===== src/rtl/intr_recog_pkg.sv =====
package intr_recog_pkg;
  localparam int NSRC  = 9;
  localparam int NEDGE = 4;
  localparam int EDGE_BASE = 2;

  localparam int IDX_BUSERR  = 0;
  localparam int IDX_PROBE   = 1;
  localparam int IDX_INVAL   = 2;
  localparam int IDX_MGMT    = 3;
  localparam int IDX_REINIT  = 4;
  localparam int IDX_NMI     = 5;
  localparam int IDX_BRK     = 6;
  localparam int IDX_IRQ     = 7;
  localparam int IDX_CLKSTOP = 8;

  localparam int NMI_EDGE_POS = IDX_NMI - EDGE_BASE;
endpackage


===== src/rtl/ir_rst_sync.sv =====
module ir_rst_sync #(
  parameter int STAGES = 2
) (
  input  logic clk,
  input  logic rst_n,
  output logic rst_sync_n
);
  logic [STAGES-1:0] sync_q;

  always_ff @(posedge clk or negedge rst_n) begin
    if (!rst_n) sync_q <= '0;
    else        sync_q <= {sync_q[STAGES-2:0], 1'b1};
  end

  assign rst_sync_n = sync_q[STAGES-1];
endmodule


===== src/rtl/ir_edge_latch.sv =====
module ir_edge_latch #(
  parameter int N = 4
) (
  input  logic         clk,
  input  logic         rst_n,
  input  logic [N-1:0] req_in,
  input  logic [N-1:0] clr,
  output logic [N-1:0] pend
);
  logic [N-1:0] prev_q, prev_d;
  logic [N-1:0] pend_q, pend_d;
  logic [N-1:0] rise;

  for (genvar g = 0; g < N; g++) begin : g_bit
    always_comb begin
      rise[g]   = req_in[g] & ~prev_q[g];
      pend[g]   = pend_q[g] | rise[g];
      pend_d[g] = pend[g] & ~clr[g];
      prev_d[g] = req_in[g];
    end
  end

  always_ff @(posedge clk or negedge rst_n) begin
    if (!rst_n) begin
      prev_q <= '0;
      pend_q <= '0;
    end else begin
      prev_q <= prev_d;
      pend_q <= pend_d;
    end
  end
endmodule


===== src/rtl/ir_prio_pick.sv =====
module ir_prio_pick #(
  parameter int N = 9
) (
  input  logic [N-1:0] cand,
  output logic [N-1:0] sel
);
  logic found;

  always_comb begin
    sel   = '0;
    found = 1'b0;
    for (int i = 0; i < N; i++) begin
      if (cand[i] && !found) begin
        sel[i] = 1'b1;
        found  = 1'b1;
      end
    end
  end
endmodule


===== src/rtl/ir_flags.sv =====
module ir_flags (
  input  logic clk,
  input  logic rst_n,
  input  logic bnd,
  input  logic clr_if,
  input  logic set_if,
  input  logic set_rf,
  input  logic nmi_taken,
  input  logic nmi_ret,
  output logic if_q,
  output logic rf_q,
  output logic nmi_blk_q
);
  logic if_d, rf_d, blk_d;
  logic if_en, rf_en, blk_en;

  always_comb begin
    if_en  = clr_if | set_if;
    if_d   = ~clr_if;
    rf_en  = set_rf | bnd;
    rf_d   = set_rf;
    blk_en = nmi_taken | nmi_ret;
    blk_d  = nmi_taken;
  end

  always_ff @(posedge clk or negedge rst_n) begin
    if (!rst_n) begin
      if_q      <= 1'b0;
      rf_q      <= 1'b0;
      nmi_blk_q <= 1'b0;
    end else begin
      if (if_en)  if_q      <= if_d;
      if (rf_en)  rf_q      <= rf_d;
      if (blk_en) nmi_blk_q <= blk_d;
    end
  end
endmodule


===== src/rtl/intr_recog.sv =====
module intr_recog
  import intr_recog_pkg::*;
(
  input  logic            clk,
  input  logic            rst_n,
  input  logic            bus_err_req,
  input  logic            probe_req,
  input  logic            inval_req,
  input  logic            mgmt_req,
  input  logic            reinit_req,
  input  logic            nmi_req,
  input  logic            brk_req,
  input  logic            irq_req,
  input  logic            clkstop_req,
  input  logic            insn_bnd,
  input  logic            iret_done,
  input  logic            sw_int,
  input  logic            sw_gate_clr_if,
  input  logic            if_set,
  input  logic            rf_set,
  output logic [NSRC-1:0] take,
  output logic            ack,
  output logic            if_flag,
  output logic            rf_flag
);
  logic             rst_sync_n;
  logic [NEDGE-1:0] edge_in, edge_pend, edge_clr, edge_mask;
  logic [NSRC-1:0]  cand, pick, sel;
  logic [NSRC-1:0]  take_q, take_d;
  logic             ack_q, ack_d;
  logic             if_q, rf_q, nmi_blk_q;

  ir_rst_sync #(.STAGES(2)) u_rst (
    .clk        (clk),
    .rst_n      (rst_n),
    .rst_sync_n (rst_sync_n)
  );

  assign edge_in = {nmi_req, reinit_req, mgmt_req, inval_req};

  ir_edge_latch #(.N(NEDGE)) u_edge (
    .clk    (clk),
    .rst_n  (rst_sync_n),
    .req_in (edge_in),
    .clr    (edge_clr),
    .pend   (edge_pend)
  );

  for (genvar g = 0; g < NEDGE; g++) begin : g_mask
    if (g == NMI_EDGE_POS) begin : g_nmi
      assign edge_mask[g] = ~nmi_blk_q;
    end else begin : g_other
      assign edge_mask[g] = 1'b1;
    end
  end

  always_comb begin
    cand                                 = '0;
    cand[IDX_BUSERR]                     = bus_err_req;
    cand[IDX_PROBE]                      = probe_req;
    cand[EDGE_BASE +: NEDGE]             = edge_pend & edge_mask;
    cand[IDX_BRK]                        = brk_req & ~rf_q;
    cand[IDX_IRQ]                        = irq_req & if_q;
    cand[IDX_CLKSTOP]                    = clkstop_req;
  end

  ir_prio_pick #(.N(NSRC)) u_pick (
    .cand (cand),
    .sel  (pick)
  );

  always_comb begin
    sel      = insn_bnd ? pick : '0;
    edge_clr = sel[EDGE_BASE +: NEDGE];
    take_d   = sel;
    ack_d    = |sel;
  end

  ir_flags u_flags (
    .clk       (clk),
    .rst_n     (rst_sync_n),
    .bnd       (insn_bnd),
    .clr_if    (sw_int & sw_gate_clr_if),
    .set_if    (if_set),
    .set_rf    (rf_set),
    .nmi_taken (sel[IDX_NMI]),
    .nmi_ret   (iret_done),
    .if_q      (if_q),
    .rf_q      (rf_q),
    .nmi_blk_q (nmi_blk_q)
  );

  always_ff @(posedge clk or negedge rst_sync_n) begin
    if (!rst_sync_n) begin
      take_q <= '0;
      ack_q  <= 1'b0;
    end else begin
      take_q <= take_d;
      ack_q  <= ack_d;
    end
  end

  assign take    = take_q;
  assign ack     = ack_q;
  assign if_flag = if_q;
  assign rf_flag = rf_q;
endmodule


===== config.mk =====
export PLATFORM = sky130hd
export DESIGN_NAME = intr_recog
export DESIGN_NICKNAME = d
export VERILOG_FILES = /design/src/rtl/intr_recog_pkg.sv /design/src/rtl/ir_rst_sync.sv /design/src/rtl/ir_edge_latch.sv /design/src/rtl/ir_prio_pick.sv /design/src/rtl/ir_flags.sv /design/src/rtl/intr_recog.sv
export SDC_FILE = /design/constraint.sdc
export NUM_CORES = 1
export LEC_CHECK = 0
export CAP_MARGIN = 20
export CORE_MARGIN = 2
export CORE_UTILIZATION = 55
export DETAILED_ROUTE_END_ITERATION = 16
export DONT_BUFFER_PORTS = 1
export PLACE_DENSITY = 0.73
export SETUP_SLACK_MARGIN = 0.05
export SLEW_MARGIN = 20
export SYNTH_ARGS = -nofsm -noshare
export SYNTH_HDL_FRONTEND = slang
export SYNTH_SLANG_ARGS = --single-unit

===== constraint.sdc =====
create_clock -name clk -period 0.9 [get_ports clk]
set_input_delay 0.045 -clock clk [delete_from_list [all_inputs] [get_ports clk]]
set_output_delay 0.045 -clock clk [all_outputs]
set_load 0.01 [all_outputs]

==> results of run 1 <==
-- state kept, by name, summed over array words and instances, names as in the netlist --
name and flops:
u_edge.pend_q 4, u_edge.prev_q 4, u_flags.if_q 1, u_flags.rf_q 1, u_flags.nmi_blk_q 1, take 9, u_rst.sync_q 2, ack 1
-- final cells by class --
cell class                      instances  area (µm²)
Clock buffer                            4       26.28
Timing Repair Buffer                   35       326.6
Fill cell                              61       132.6
Inverter                                7       26.28
Multi-Input combinational cell         42       396.6
Sequential cell                        23       578.1
Tap cell                               16       20.02
-- cell usage in the layout (no fill, tap or decap), types with 2 or more instances in the layout --
cell type	n
nor2b_4	2
buf_6	5
nand2b_1	2
nand2b_4	3
dfrtp_2	2
nor4_4	2
buf_4	12
dlygate4sd3_1	18
dfrtp_1	21
inv_1	6
nor2_2	3
nand3_1	2
clkbuf_4	3
nor2_1	4
-- per-layer routing --
| metal | track usage [%] | vias to the layer above | wire, µm | part of all wire, % |
|---|---|---|---|---|
| li1 | - | 327 | - | - |
| met1 | 27.22 | 335 | 924 | 42 |
| met2 | 40.59 | 23 | 1157 | 53 |
| met3 | 4.082 | 4 | 70 | 3.2 |
| met4 | 14.55 | 0 | 30 | 1.4 |
| met5 | 0 | - | 0 | 0 |
-- path summary, 6_finish.rpt --
path / cells past startpoint / end / slack (ns)
max: 3 / ack / -0.26
min: 2 / take[2] / -0.09
max reg2reg: 3 / ack / -0.26
min reg2reg: 0 / ack / 0.11
max in group asynchronous: 2 / u_rst.sync_q[1] / 0.29
min in group asynchronous: 0 / ack / 0.11
-- metrics by stage --
stage / setup TNS, ns / utilization [%] / instance area (µm²)
global placement: -1.109 / 65.95 / 993.5
floorplan: -0.4601 / - / 913.4
CTS: -1.522 / 85.05 / 1281
detailed placement: -1.361 / 65.95 / 993.5
global route: -2.737 / 91.20 / 1374
finish: -1.968 / 91.20 / 1374
-- power by group --
part / switching [W] / internal (W)
clock network: 0.000301 / 0.000173
logic: 0.000127 / 0.000169
registers: 0.0000436 / 0.00108
total: 0.000472 / 0.00142
-- cells by family (layout without fill, tap and decap cells) --
kind of cell	Yosys count	after routing	synth area share [%]
and+or+nand+nor	33	33	24.15
DFF	23	23	65.34
buffers and inverters	7	46	2.983
other	1	1	0.4257
AOI/OAI and AO/OA	8	8	7.102
-- timing repair --
item / 4_1_cts / 5_1_grt
endpoints found under the setup margin: 15 / 17
hold endpoints to repair: 19 / 2
resized for setup: 13 / 13
setup buffers: 3 / 6
pin swaps: 6 / 7
==> metrics.txt, run 1 <==
largest net degree at the start of global routing=13; Layout Cells excl Fill=127; Area Overhead vs Synth=55.97%; top-count cell post-synth=dfrtp_1; Hold WS=-0.08660 ns; CP max stage delay=0.40 ns; top cell type's share of synthesized area=65.34%; Die ar.=0.001938 mm²; Yosys cell types=26; WP buf/inv=0; FF-to-FF Start=u_edge.prev_q[1]; period utilization=129.1%; Synthesis Warnings=0; post-layout worst setup margin=-0.2622 ns; CP Capture Type=flop; CTS Buf Count=3; Critical Path RT=1.11 ns; Reg clk slew, reported paths=0.12 ns; Vias=689; top cells by area, synth=dfrtp_1 (65%), nand2b_1 (3.6%), nor2_1 (3.4%), inv_1 (3.0%), nor4_1 (2.1%); starting density of the core=58.47%; DRT iter0 DRCs=13; kind of critical path=reg2reg; post-place setup slack=-0.2711 ns; CP top delay family=compound AO/OA/AOI/OAI gates; core box area=0.001506 mm²; Worst-Skew Late Latency=0.31 ns; Seq cells post-synth=23; Post-synth ARST share=100.0%; Clock Path Buffers=2; VDD IR max=1425 µV; CTS H-tree depth=1; vias in the first global route=733; Placer Congestion=0.7444; WL per Instance=17.19 µm; synthesized area=880.8 µm²; commonest cells in the netlist=dfrtp_1 (23), nor2_1 (8), inv_1 (7); number of diodes=0; Avg Cell Area, Syn=12.23 µm²; final routed DRC violation total=0; IO Pins=29; first-pass GRT wire length=3187 µm; die height=44.02 µm; All-Layer GR Usage=23.58%; Post-DP HPWL=1208 µm; Power Density=1377 mW/mm²; Seq/Total Area, Yosys=65.34%; cell count after synthesis=72; failing checks=negative hold slack, negative setup slack; Max Fclk=860.4 MHz; Post-synth top flop=dfrtp_1; hold path start=probe_req; Max Transition Viols Final=0; Die X=44.02 µm; Root Driver=clkbuf_4; startpoint types=flop; syn nets=89; remaining antenna violation count=0; largest fanout on the critical path=3; # placed instances=96; clock skew=0.005288 ns; routed wire length=2183 µm; Fin. Hold Viols=2; final setup fails=13; Max-Cap Viols=0; Via density=5.425; clock sinks=23; Yosys top cell by area=dfrtp_1; initial antenna violation count=0; CP arrival=1.37 ns; Cell Chain, Critical Path=nand2b_1 -> nand4_1 -> o41a_1; Final min period=1.162 ns; share of cells above drive strength 1=40.54%; total power=0.001891 W; unrepaired setup endpoints after global routing=true; CTS tree=built; 1st-pass router iterations=4; IO buf count=0; NumNets Final=129; row count=14; Critical Path Start=u_edge.prev_q[1]; CTS Hold Bufs=18; EDFF count, synth=0; critical path's slowest cell=o41a_1; Leak=0.6533 nW; Hold Path Class=in2reg; status=complete, but fails checks; GRT overflow=0
Power figures use the tool's default switching activity.
==> inputs of run 2 (changes only) <==
Clock period 0.9 ns to 1.2 ns, I/O delays scaled along.
==> run 2 against run 1 <==
  * The run now ends clean
  * Cell area fell by 7.0%
  * Sequential power is 26% lower
  * Maximum frequency is 1.0% lower
  * Global-route usage is 0.70 points higher
  * Worst hold slack better by 0.10 ns
  * Total power is 28% lower
  * Clock skew grew 0.0035 ns
  * Via count is 4.5% higher
  * First-iteration DRC count rose by 77%
  * Sequential cell count is the same
  * Clock power shrank 27%
  * Setup slack better by 0.29 ns
==> metrics.txt, run 2 (synthesis gave the netlist of run 1 again) <==
CTS tree=built; number of diodes=0 (unchanged); die height=44.02 µm (unchanged); Clock Path Buffers=2 (unchanged); routed wire length=2191 µm (+0.37%); DRT iter0 DRCs=23 (+10); kind of critical path=reg2reg; WL per Instance=17.96 µm (+4.5%); final setup fails=0 (-13); Area Overhead vs Synth=45.03%; max FFs per register=9 (unchanged); Die X=44.02 µm (unchanged); reg-to-reg critical path endpoint=u_flags.nmi_blk_q; clock sinks=23 (unchanged); unrepaired setup endpoints after global routing=true; GRT overflow=0 (unchanged); Worst-Skew Late Latency=0.30 ns (about the same); CP max stage delay=0.39 ns (about the same); Placer Congestion=0.7954 (+6.9%); most frequent cells in the layout=dfrtp_1 (23), dlygate4sd3_1 (21), nor2_1 (8); initial antenna violation count=0 (unchanged); fillcell total=71 (+16%); Final min period=1.174 ns (+0.01197 ns); largest fanout on the critical path=4 (+1); worst reg2reg path depth=3 (unchanged); core box area=0.001506 mm² (unchanged); 1st-pass router iterations=4 (unchanged); All-Layer GR Usage=24.28% (+0.70 points); Fin. Hold Viols=0 (-2); WP buf/inv=0 (unchanged); total power=0.001366 W (-28%); Cell Chain, Critical Path=nand2b_4 -> and4_1 -> a32o_2; Vias=720 (+4.5%); CP top delay family=simple AND/OR/NAND/NOR gates; clock skew=0.008769 ns (+0.003481 ns); largest net degree at the start of global routing=15 (+2); row count=14 (unchanged); Leak=0.6086 nW (-6.8%); Die ar.=0.001938 mm² (unchanged); Hold WS=0.01362 ns (+0.1002 ns); Via density=5.902 (+8.8%); FF-to-FF Start=u_edge.prev_q[2]; worst setup path end=u_flags.nmi_blk_q; Critical Path RT=1.40 ns (+0.29 ns); CTS Buf Count=3 (unchanged); period utilization=97.85% (-31 points); remaining antenna violation count=0 (unchanged); IO buf count=0 (unchanged); Crit path depth=3 (unchanged); commonest non-fill, non-tap cell in the layout=dfrtp_1; Power Density=1069 mW/mm² (-22%); CTS H-tree depth=1 (unchanged); first-pass GRT wire length=3318 µm (+4.1%); hold path start=clkstop_req; Critical Path Start=u_edge.prev_q[2]; final routed DRC violation total=0 (unchanged); Post-DP HPWL=1126 µm (-6.8%); Max Transition Viols Final=0 (unchanged); Max-Cap Viols=0 (unchanged); share of cells above drive strength 1=25.47% (-15 points); NumNets Final=124 (-3.9%); Root Driver=clkbuf_4; startpoint types=flop; Reg2Reg Setup Slack=0.03 ns (+0.29 ns); status=completed; Reg clk slew, reported paths=0.11 ns (about the same); IO Pins=29 (unchanged); Max Fclk=851.6 MHz (-1.0%); VDD IR max=858.2 µV (-40%); CP Capture Type=flop; starting density of the core=58.47% (unchanged); vias in the first global route=728 (-0.68%); CP arrival=1.37 ns (about the same); critical path's slowest cell=dfrtp_1; Hold Path Class=in2reg
## run 2: per-stage QoR
stage / util, % / std cells / instance area (µm²) / TNS [ns] / worst slack [ns]
floorplan: - / 72 / 880.8 / 0 / 0.06279
global placement: 62.79 / 94 / 945.9 / 0 / 0.05413
detailed placement: 62.79 / 94 / 945.9 / 0 / 0.01341
CTS: 80.23 / 120 / 1209 / 0 / 0.03150
global route: 84.80 / 122 / 1277 / -0.002924 / -0.002924
finish: 84.80 / 122 / 1277 / 0 / 0.02580
## run 2: area by class of cell
class	count	area, µm²	area share [%]
multi-input combinational	42	340.3	26.64
timing repair buffer	30	289.0	22.62
sequential	23	575.6	45.05
tap	16	20.02	1.567
inverter	7	26.28	2.057
clock buffer	4	26.28	2.057
## run 2: worst min path at each step
stage | end | slack (ns) | cells past startpoint
finish | ack | 0.01 | 2
floorplan | u_rst.sync_q[0] | -0.24 | 0
CTS | take[3] | 0.0001 | 3
global route | ack | 0.01 | 2
global placement | u_rst.sync_q[0] | -0.24 | 0
detailed placement | u_rst.sync_q[1] | -0.24 | 0
## run 2: what timing repair did
action                     4_1_cts  5_1_grt
setup buffers                    2        1
setup endpoints to repair        4        6
pin swaps                        2        4
gates resized for setup          3       11
hold buffers                    20        1
hold endpoints to repair        19        2
## run 2: power by group
| part | internal, W | switching (W) | total [W] |
|---|---|---|---|
| Combinational | 0.000104 | 0.0000837 | 0.000187 |
| Clock | 0.000129 | 0.000217 | 0.000346 |
| Sequential | 0.000806 | 0.0000259 | 0.000832 |
## run 2: metal layers
layer / GRT usage, % / vias up / share of wire (%)
li1: - / 316 / -
met3: 7.347 / 12 / 7.8
met4: 13.33 / 0 / 4.9
met5: 0 / - / 0
met1: 31.11 / 351 / 38
met2: 37.06 / 41 / 49
==> inputs of run 3 (changes only) <==
Settings changed: CAP_MARGIN 20 to 10, CTS_BUF_LIST from default to sky130_fd_sc_hd__clkbuf_2.
==> run 3 against run 2 <==
  * Critical path depth rose by 1
  * Final cell count fell by 0.82%
  * Highest routed layer unchanged
  * Sequential cell count did not move
  * First-iteration DRC count fell by 17%
  * Combinational power barely moved
  * Die area did not move
  * Global-route usage fell by 1.5 points
  * Non-clock buffer count fell by 1
  * Clock skew fell by 0.0074 ns
  * Sequential share of layout area rose by 0.72 points
  * The flow now finishes with violations (negative setup slack)
  * Maximum frequency fell by 5.4%
==> metrics.txt, run 3 (synthesis gave the netlist of run 1 again) <==
share of cells above drive strength 1=25.71% (+0.24 points); 1st-pass router iterations=4 (unchanged); largest fanout on the critical path=2 (-2); Area Overhead vs Synth=42.76%; row count=14 (unchanged); reg-to-reg critical path endpoint=take[8]; final routed DRC violation total=0 (unchanged); Max Transition Viols Final=0 (unchanged); failing checks=negative setup slack; Fin. Hold Viols=0 (unchanged); Final Util=83.47% (-1.3 points); number of diodes=0 (unchanged); period utilization=103.5% (+5.6 points); clock sinks=23 (unchanged); CP top delay family=simple AND/OR/NAND/NOR gates; CP max stage delay=0.38 ns (about the same); Clock Path Buffers=2 (unchanged); remaining antenna violation count=0 (unchanged); WP buf/inv=1 (+1); commonest non-fill, non-tap cell in the layout=dfrtp_1; Reg2Reg Setup Slack=-0.04 ns (-0.07 ns); Multi-input gate area=340.3 µm² (unchanged); VDD IR max=905.8 µV (+5.6%); worst reg2reg path depth=4 (+1); Reg clk slew, reported paths=0.19 ns (+0.08 ns); post-place setup slack=0.01341 ns (unchanged); kind of critical path=reg2reg; initial antenna violation count=0 (unchanged); startpoint types=flop; WL per Instance=18.14 µm (+1.0%); CP Capture Type=flop; unrepaired setup endpoints after global routing=true; WHS Endpoint=u_edge.pend_q[1]; CP arrival=1.46 ns (+0.09 ns); Max-Cap Viols=0 (unchanged); max FFs per register=9 (unchanged); All-Layer GR Usage=22.77% (-1.5 points); Cell Chain, Critical Path=nand2b_4 -> o2111ai_2 -> buf_4 -> nor4_2; Max Fclk=805.5 MHz (-5.4%); Vias=714 (-0.83%); vias in the first global route=695 (-4.5%); Die ar.=0.001938 mm² (unchanged); Post-DP HPWL=1126 µm (unchanged); Hold Path Class=in2reg; die height=44.02 µm (unchanged); Die X=44.02 µm (unchanged); critical path's slowest cell=dfrtp_1; GRT overflow=0 (unchanged); CTS Buf Count=3 (unchanged); Worst-Skew Late Latency=0.32 ns (+0.02 ns); Leak=0.6072 nW (-0.23%); Critical Path Start=u_edge.prev_q[0]; clock skew=0.001346 ns (-0.007423 ns); register area=575.6 µm² (unchanged); Root Driver=clkbuf_2; starting density of the core=58.47% (unchanged); post-layout worst setup margin=-0.04151 ns (-0.06731 ns); final setup fails=3 (+3); IO Pins=29 (unchanged); Final min period=1.242 ns (+0.06731 ns); core box area=0.001506 mm² (unchanged); IO buf count=0 (unchanged); Via density=5.901 (about the same); status=complete, but fails checks; CTS H-tree depth=1 (unchanged); Hold WS=0.02461 ns (+0.01099 ns); hold path start=probe_req; routed wire length=2195 µm (+0.18%); total negative setup slack=-0.08231 ns (-0.08231 ns); most frequent cells in the layout=dfrtp_1 (23), dlygate4sd3_1 (20), nor2_1 (8); NumNets Final=123 (-0.81%); Placer Congestion=0.7954 (unchanged); hold path cells=3 (+1); fillcell total=72 (+1.4%); first-pass GRT wire length=3029 µm (-8.7%); FF-to-FF Start=u_edge.prev_q[0]; Power Density=1048 mW/mm² (-2.0%); CTS tree=built; Critical Path RT=1.42 ns (+0.02 ns); DRT iter0 DRCs=19 (-17%); largest net degree at the start of global routing=15 (unchanged)
## run 3: cell type report
cell class	count	share of cell area, %
well taps	16	1.592
inverters	7	2.090
repair buffers	29	21.89
flip-flops and latches	23	45.77
clock buffers	4	1.592
multi-input cells	42	27.06
## run 3: worst register-to-register path, cell delays in order, from the launching register on
cell,delay [ns]
dfrtp_1,0.38
nand2b_4,0.14
o2111ai_2,0.14
buf_4,0.18
nor4_2,0.30
## run 3: power by group
group / internal, W / total, W / switching, W
registers: 0.000807 / 0.000832 / 0.0000243
clock network: 0.0000883 / 0.000300 / 0.000212
logic: 0.0000990 / 0.000186 / 0.0000871
## run 3: per-stage QoR
| step | area, µm² | power [W] | std cells |
|---|---|---|---|
| 5_1_grt | 1257 | 0.001376 | 121 |
| 6_report | 1257 | 0.001318 | 121 |
| 4_1_cts | 1182 | 0.001293 | 118 |
| 3_5_place_dp | 945.9 | 0.0009435 | 94 |
| 3_3_place_gp | 945.9 | 0.0009404 | 94 |
| 2_1_floorplan | 880.8 | 0.0009064 | 72 |
## run 3: timing repair
action | CTS | global route
buffers inserted | 2 | 1
setup endpoints to repair | 4 | 6
hold buffers | 18 | 2
pin swaps | 2 | 4
endpoints found under the hold margin | 20 | 5
resized for setup | 3 | 9
## run 3: metal layers
layer / vias up / global-route usage [%] / wire [µm]
met2: 47 / 37.65 / 1122
met1: 347 / 26.87 / 831
li1: 312 / - / -
met5: - / 0 / 0
met3: 8 / 6.122 / 171
met4: 0 / 12.73 / 70
## run 3: worst max-delay path by stage
stage | endpoint | slack (ns) | cells past startpoint
floorplan | take[6] | 0.06 | 3
global placement | ack | 0.05 | 4
detailed placement | take[7] | 0.01 | 4
CTS | take[8] | 0.02 | 4
global route | take[7] | -0.10 | 4
finish | take[8] | -0.04 | 4
